`src/rtl/i2c_scl_div_pkg.sv`:
```
package i2c_scl_div_pkg;
  localparam int unsigned SCL_STEPS   = 22;
  localparam int unsigned HALF_STEPS  = SCL_STEPS / 2;
  localparam int unsigned DRIVE_STEP  = 5;
  localparam int unsigned SAMPLE_STEP = HALF_STEPS + DRIVE_STEP;
  localparam int unsigned STEP_W      = $clog2(SCL_STEPS);
  localparam int unsigned CTRL_W      = 16;
  localparam int unsigned PRE_LSB     = 14;
  localparam int unsigned PRE_W       = 2;
  localparam int unsigned POST_LSB    = 8;
  localparam int unsigned POST_W      = 6;
endpackage

```
`src/rtl/i2c_scl_event_div.sv`:
```
module i2c_scl_event_div #(
  parameter int unsigned W = 2
) (
  input  logic         clk,
  input  logic         rst,
  input  logic         clr,
  input  logic         en,
  input  logic [W-1:0] lim,
  output logic         hit
);
  logic [W-1:0] cnt_q;

  assign hit = en && (cnt_q == lim);

  always_ff @(posedge clk) begin
    if (rst || clr) begin
      cnt_q <= '0;
    end else if (en) begin
      cnt_q <= hit ? '0 : cnt_q + 1'b1;
    end
  end

  p_cnt_range_r1: assert property (@(posedge clk) disable iff (rst)
    cnt_q <= lim);

  p_clr_zero_r8: assert property (@(posedge clk) disable iff (rst)
    clr |=> (cnt_q == '0));
endmodule

```
`src/rtl/i2c_scl_phase_seq.sv`:
```
module i2c_scl_phase_seq
  import i2c_scl_div_pkg::*;
(
  input  logic              clk,
  input  logic              rst,
  input  logic              clr,
  input  logic              adv,
  output logic              last_o,
  output logic [STEP_W-1:0] step_o,
  output logic              scl_o,
  output logic              tick_o,
  output logic              drive_o,
  output logic              sample_o,
  output logic              wrap_o
);
  localparam logic [STEP_W-1:0] LAST_S   = STEP_W'(SCL_STEPS - 1);
  localparam logic [STEP_W-1:0] HALF_S   = STEP_W'(HALF_STEPS);
  localparam logic [STEP_W-1:0] DRIVE_S  = STEP_W'(DRIVE_STEP);
  localparam logic [STEP_W-1:0] SAMPLE_S = STEP_W'(SAMPLE_STEP);

  logic [STEP_W-1:0] step_q, step_nxt;
  logic scl_q, tick_q, drive_q, sample_q, wrap_q;

  assign last_o   = (step_q == LAST_S);
  assign step_nxt = last_o ? '0 : step_q + 1'b1;

  always_ff @(posedge clk) begin
    if (rst || clr) begin
      step_q   <= '0;
      scl_q    <= 1'b0;
      tick_q   <= 1'b0;
      drive_q  <= 1'b0;
      sample_q <= 1'b0;
      wrap_q   <= 1'b0;
    end else begin
      tick_q   <= adv;
      drive_q  <= adv && (step_nxt == DRIVE_S);
      sample_q <= adv && (step_nxt == SAMPLE_S);
      wrap_q   <= adv && last_o;
      if (adv) begin
        step_q <= step_nxt;
        scl_q  <= (step_nxt >= HALF_S);
      end
    end
  end

  assign step_o   = step_q;
  assign scl_o    = scl_q;
  assign tick_o   = tick_q;
  assign drive_o  = drive_q;
  assign sample_o = sample_q;
  assign wrap_o   = wrap_q;

  p_step_range_r2: assert property (@(posedge clk) disable iff (rst)
    step_q <= LAST_S);

  p_scl_hold_r2: assert property (@(posedge clk) disable iff (rst)
    (!adv && !clr) |=> $stable(scl_q));

  p_wrap_at_zero_r5: assert property (@(posedge clk) disable iff (rst)
    wrap_q |-> (tick_q && step_q == '0));

  p_drive_on_tick_r4: assert property (@(posedge clk) disable iff (rst)
    (drive_q || sample_q) |-> (tick_q && (step_q == DRIVE_S || step_q == SAMPLE_S)));
endmodule

```
`src/rtl/i2c_scl_divider.sv`:
```
module i2c_scl_divider
  import i2c_scl_div_pkg::*;
(
  input  logic              clk,
  input  logic              rst,
  input  logic              run_i,
  input  logic [CTRL_W-1:0] ctrl_i,
  output logic [STEP_W-1:0] step_o,
  output logic              scl_o,
  output logic              tick_o,
  output logic              drive_o,
  output logic              sample_o,
  output logic              wrap_o
);
  logic [PRE_W-1:0]  pre_q;
  logic [POST_W-1:0] post_q;
  logic pre_hit, post_hit, last_step, wrap_now;

  assign wrap_now = post_hit && last_step;

  // divider values are reloaded only while idle or at the period boundary
  always_ff @(posedge clk) begin
    if (rst) begin
      pre_q  <= '0;
      post_q <= '0;
    end else if (!run_i || wrap_now) begin
      pre_q  <= ctrl_i[PRE_LSB +: PRE_W];
      post_q <= ctrl_i[POST_LSB +: POST_W];
    end
  end

  i2c_scl_event_div #(.W(PRE_W)) u_pre (
    .clk(clk), .rst(rst), .clr(!run_i), .en(run_i),
    .lim(pre_q), .hit(pre_hit)
  );

  i2c_scl_event_div #(.W(POST_W)) u_post (
    .clk(clk), .rst(rst), .clr(!run_i), .en(pre_hit),
    .lim(post_q), .hit(post_hit)
  );

  i2c_scl_phase_seq u_seq (
    .clk(clk), .rst(rst), .clr(!run_i), .adv(post_hit),
    .last_o(last_step), .step_o(step_o), .scl_o(scl_o),
    .tick_o(tick_o), .drive_o(drive_o), .sample_o(sample_o),
    .wrap_o(wrap_o)
  );

  p_div_hold_r6: assert property (@(posedge clk) disable iff (rst)
    (run_i && !wrap_now) |=> $stable({pre_q, post_q}));

  p_idle_quiet_r8: assert property (@(posedge clk) disable iff (rst)
    !run_i |=> (!tick_o && !scl_o && step_o == '0));
endmodule

```
`config.mk`:
```
export PLATFORM = sky130hd
export DESIGN_NAME = i2c_scl_divider
export DESIGN_NICKNAME = d
export VERILOG_FILES = /design/src/rtl/i2c_scl_div_pkg.sv /design/src/rtl/i2c_scl_event_div.sv /design/src/rtl/i2c_scl_phase_seq.sv /design/src/rtl/i2c_scl_divider.sv
export SDC_FILE = /design/constraint.sdc
export NUM_CORES = 1
export LEC_CHECK = 0
export BUFFER_PORTS_ARGS = -buffer_cell sky130_fd_sc_hd__buf_2
export CORE_MARGIN = 4
export CORE_UTILIZATION = 53
export CTS_CLUSTER_SIZE = 28
export DETAILED_ROUTE_END_ITERATION = 8
export PLACE_DENSITY = 0.78
export SLEW_MARGIN = 10
export SYNTH_ARGS = -nofsm -noshare
export SYNTH_HDL_FRONTEND = slang
export SYNTH_SLANG_ARGS = --single-unit
```
`constraint.sdc`:
```
create_clock -name clk -period 2.3 [get_ports clk]
set_input_delay 0.115 -clock clk [delete_from_list [all_inputs] [get_ports clk]]
set_output_delay 0.115 -clock clk [all_outputs]
set_load 0.1 [all_outputs]
```
==> flow_metrics.py <==
metrics = {
    "sta": {
        "max_slew_margin_pct": 62.1,
        "worstMarginPinSlew_ns": 0.563,
        "clock_skew_ns": 0.00176,
        "finalCriticalPeriod_ns": 1.85,
        "final_hold_viol_count": 0,
        "finalSetupTns_ns": 0,
        "setup_violations": 0,
        "max_freq_ghz": 0.542,
        "rsz0062_at_grt": "false",
        "maxSlewViolCount": 0,
        "final.period_utilization_pct": 80.3,
    },
    "logic_synthesis": {
        "synth-simple-area-share_pct": 25.8,
        "synth_compound_area_share_pct": 16.5,
        "ys_ff_latch": 26,
        "synth-seq-area-share_pct": 36.8,
        "synth_edf_count": 0,
        "syn_inst": 154,
        "synth_fa_ha_area_share_pct": 2.65,
        "synth.distinct_cells": 45,
        "synth_top_family_by_area": "simple AND/OR/NAND/NOR gates",
        "netlist.area_leader.share_pct": 36.8,
        "yosys.area.top_type": "dfxtp_1",
        "synth_xor_xnor_area_share_pct": 7.79,
        "async_flop_share_pct": 0,
        "netlist_area_um2": 1410,
        "yosys_warnings": 0,
        "syn-num-nets": 176,
        "synth_area_leaders": "dfxtp_1 (37%), nand2b_1 (8.0%), mux2i_1 (5.7%)",
        "avgSynthCellArea_um2": 9.18,
        "muxShareOfSynthArea_pct": 6.46,
        "synth_flop_cell": "dfxtp_1",
    },
    "grt": {
        "grt_max_degree": 19,
        "grt_usage_pct": 17.3,
        "grt_pass1_wl_mm": 4.72,
        "first_global_vias": 1143,
        "antenna_found_initial": 0,
        "gr-total-overflow": 0,
    },
    "place": {
        "io_buffers": 20,
        "post-place-cells": 197,
        "gp_congestion": 0.763,
        "dp_hpwl_mm": 2.14,
    },
    "cells_and_area": {
        "drive_above_1_share_pct": 21.2,
        "diodes": 0,
        "syn_to_final_growth_pct": 9.12,
        "nets": 194,
        "instances_no_fill": 200,
    },
    "detailed_routing": {
        "met3WireLength_um": 114,
        "first_pass_iters": 4,
        "drt_iter0_drc": 53,
        "wl_per_cell_um": 14.0,
        "wirelength_mm": 2.80,
        "drtAntennaViolNets": 0,
        "post_drt_via_cell_ratio": 5.79,
        "top_layer": "met4",
        "vias": 1157,
        "drc": 0,
        "wl_met1_mm": 1.24,
        "wl_met2_mm": 1.40,
    },
    "setup_path": {
        "cp_num_cells": 4,
        "cp_top_family": "compound AO/OA/AOI/OAI gates",
        "cp_slowest_stage_delay_ns": 0.63,
        "path_cells": "ha_1 > nand4b_1 > o41a_1 > mux2i_1",
        "cp-end-kind": "flip-flop",
        "cp_data_required_time_ns": 2.50,
        "worst-path-buf-inv": 0,
        "critPathMaxFanout": 9,
        "crit_slowest_cell": "o41a_1",
        "reg2reg_depth": 4,
        "critPathLaunchType": "flip-flop",
        "crit_arrival_ns": 2.05,
        "criticalPathCategory": "reg -> reg",
    },
    "hold_path": {
        "hold_depth": 3,
        "hp-class": "in -> reg",
    },
    "die": {
        "num_io_pins": 29,
        "initial_core_util_pct": 56.6,
        "die_y_um": 59.7,
        "die_area_um2": 3560,
        "die_w_um": 59.7,
        "core_um2": 2500,
        "row_count": 18,
    },
    "clock_tree": {
        "root_buffer": "clkbuf_4",
        "insertion_delay_ns": 0.32,
        "post-cts-setup-buffer-count": 0,
        "cts.path.max_buffers": 2,
        "cts_made_buffers": 3,
        "cts_sinks": 26,
        "h-tree-depth": 1,
        "path_clk_slew_ns": 0.13,
        "cts_tree": "done",
        "cts_resized": 0,
        "postCtsHoldBufs": 0,
    },
    "job": {
        "cap_violations": 0,
    },
    "power_and_ir_drop": {
        "p_leak_nw": 0.569,
        "max-vdd-ir-drop_mv": 0.456,
        "finalPower_mw": 0.824,
        "cellPowerDensity_nw_per_um2": 534,
    },
    "run_status": {
        "status": "completed",
    },
}
flip-flops by register name, summed over array words and instances, names as in the netlist:
name	cells
u_seq.wrap_o	1
u_seq.step_o	5
u_seq.sample_o	1
post_q	6
u_pre.cnt_q	2
u_seq.tick_o	1
u_seq.scl_o	1
u_post.cnt_q	6
u_seq.drive_o	1
pre_q	2
through the flow:
step | instance area, um2 | utilization (%) | hold slack, ns | worst slack (ns)
5_1_grt | 1540 | 61.7 | 0.0215 | 0.334
2_1_floorplan | 1420 | - | 0.267 | 0.0664
3_5_place_dp | 1520 | 60.8 | 0.381 | 0.470
4_1_cts | 1540 | 61.7 | 0.0240 | 0.457
6_report | 1540 | 61.7 | 0.0314 | 0.454
3_3_place_gp | 1520 | 60.8 | 0.372 | 0.518
logic make-up after synthesis:
group	Yosys count
AOI/OAI and AO/OA	35
adders and majority gates	3
DFF	26
buffers and inverters	12
muxes	9
xor gates and xnor gates	10
and+or+nand+nor	59
cells in the mapped netlist, types with 2 or more instances:
library cell,number
nand4_1,4
o211ai_1,2
xnor2_2,3
ha_1,3
nand2b_1,18
nand4b_1,2
nand3_2,2
nor2_1,5
nand2_1,6
o31ai_1,4
nand3_1,2
buf_2,2
a21oi_1,9
a31oi_1,3
xnor2_1,5
xor2_1,2
mux2i_1,8
inv_1,4
and2_1,2
o21ai_0,6
nor4_1,3
or3_1,2
clkbuf_1,5
nor3_1,4
dfxtp_1,26
a211oi_1,3
placed cells by master, fill, tap and decap left out, types with 2 or more instances in the layout:
cell / n
nor2_1: 5
nor3_1: 4
nor4_1: 3
o21ai_0: 6
dfxtp_1: 25
xnor2_1: 5
or3_1: 2
xor2_1: 2
inv_1: 4
o211ai_1: 2
o31ai_1: 4
mux2i_1: 8
nand3_1: 2
nand2b_1: 18
a31oi_1: 3
a211oi_1: 3
nand2_1: 6
buf_2: 20
ha_1: 3
nand4_1: 4
a21oi_1: 9
nand3_2: 2
clkbuf_4: 3
and2_1: 2
nand4b_1: 2
xnor2_2: 3
worst reg2reg max path, cell delays in order, from the launching register on:
cell	delay [ns]
dfxtp_2	0.43
ha_1	0.23
nand4b_1	0.25
o41a_1	0.63
mux2i_1	0.19
power breakdown:
group          switching [mW]  internal (mW)  leakage, nW
clock                   0.126         0.0615       0.0138
combinational          0.0994         0.0572        0.343
sequential             0.0152          0.464        0.212
layer usage:
layer / vias up / GRT usage [%]
met5: - / 0
met4: 0 / 7.91
met3: 5 / 2.16
met2: 28 / 31.2
met1: 531 / 20.0
li1: 593 / -
final timing paths:
check / start / endpoint / slack [ns]
setup / recovery: u_seq.step_o[0]$_SDFFE_PP0P_ / pre_q[0]$_SDFFE_PP0P_ / 0.45
hold / removal: ctrl_i[15] / pre_q[1]$_SDFFE_PP0P_ / 0.03
setup reg to reg: u_seq.step_o[0]$_SDFFE_PP0P_ / pre_q[0]$_SDFFE_PP0P_ / 0.45
hold reg to reg: post_q[4]$_SDFFE_PP0P_ / post_q[4]$_SDFFE_PP0P_ / 0.50
layout make-up:
| class | count | area, um2 |
|---|---|---|
| Sequential cell | 26 | 522 |
| Inverter | 4 | 15.0 |
| Tap cell | 30 | 37.5 |
| Fill cell | 216 | 957 |
| Multi-Input combinational cell | 116 | 838 |
| Timing Repair Buffer | 21 | 108 |
| Clock buffer | 3 | 22.5 |
Power figures use the tool's default switching activity.
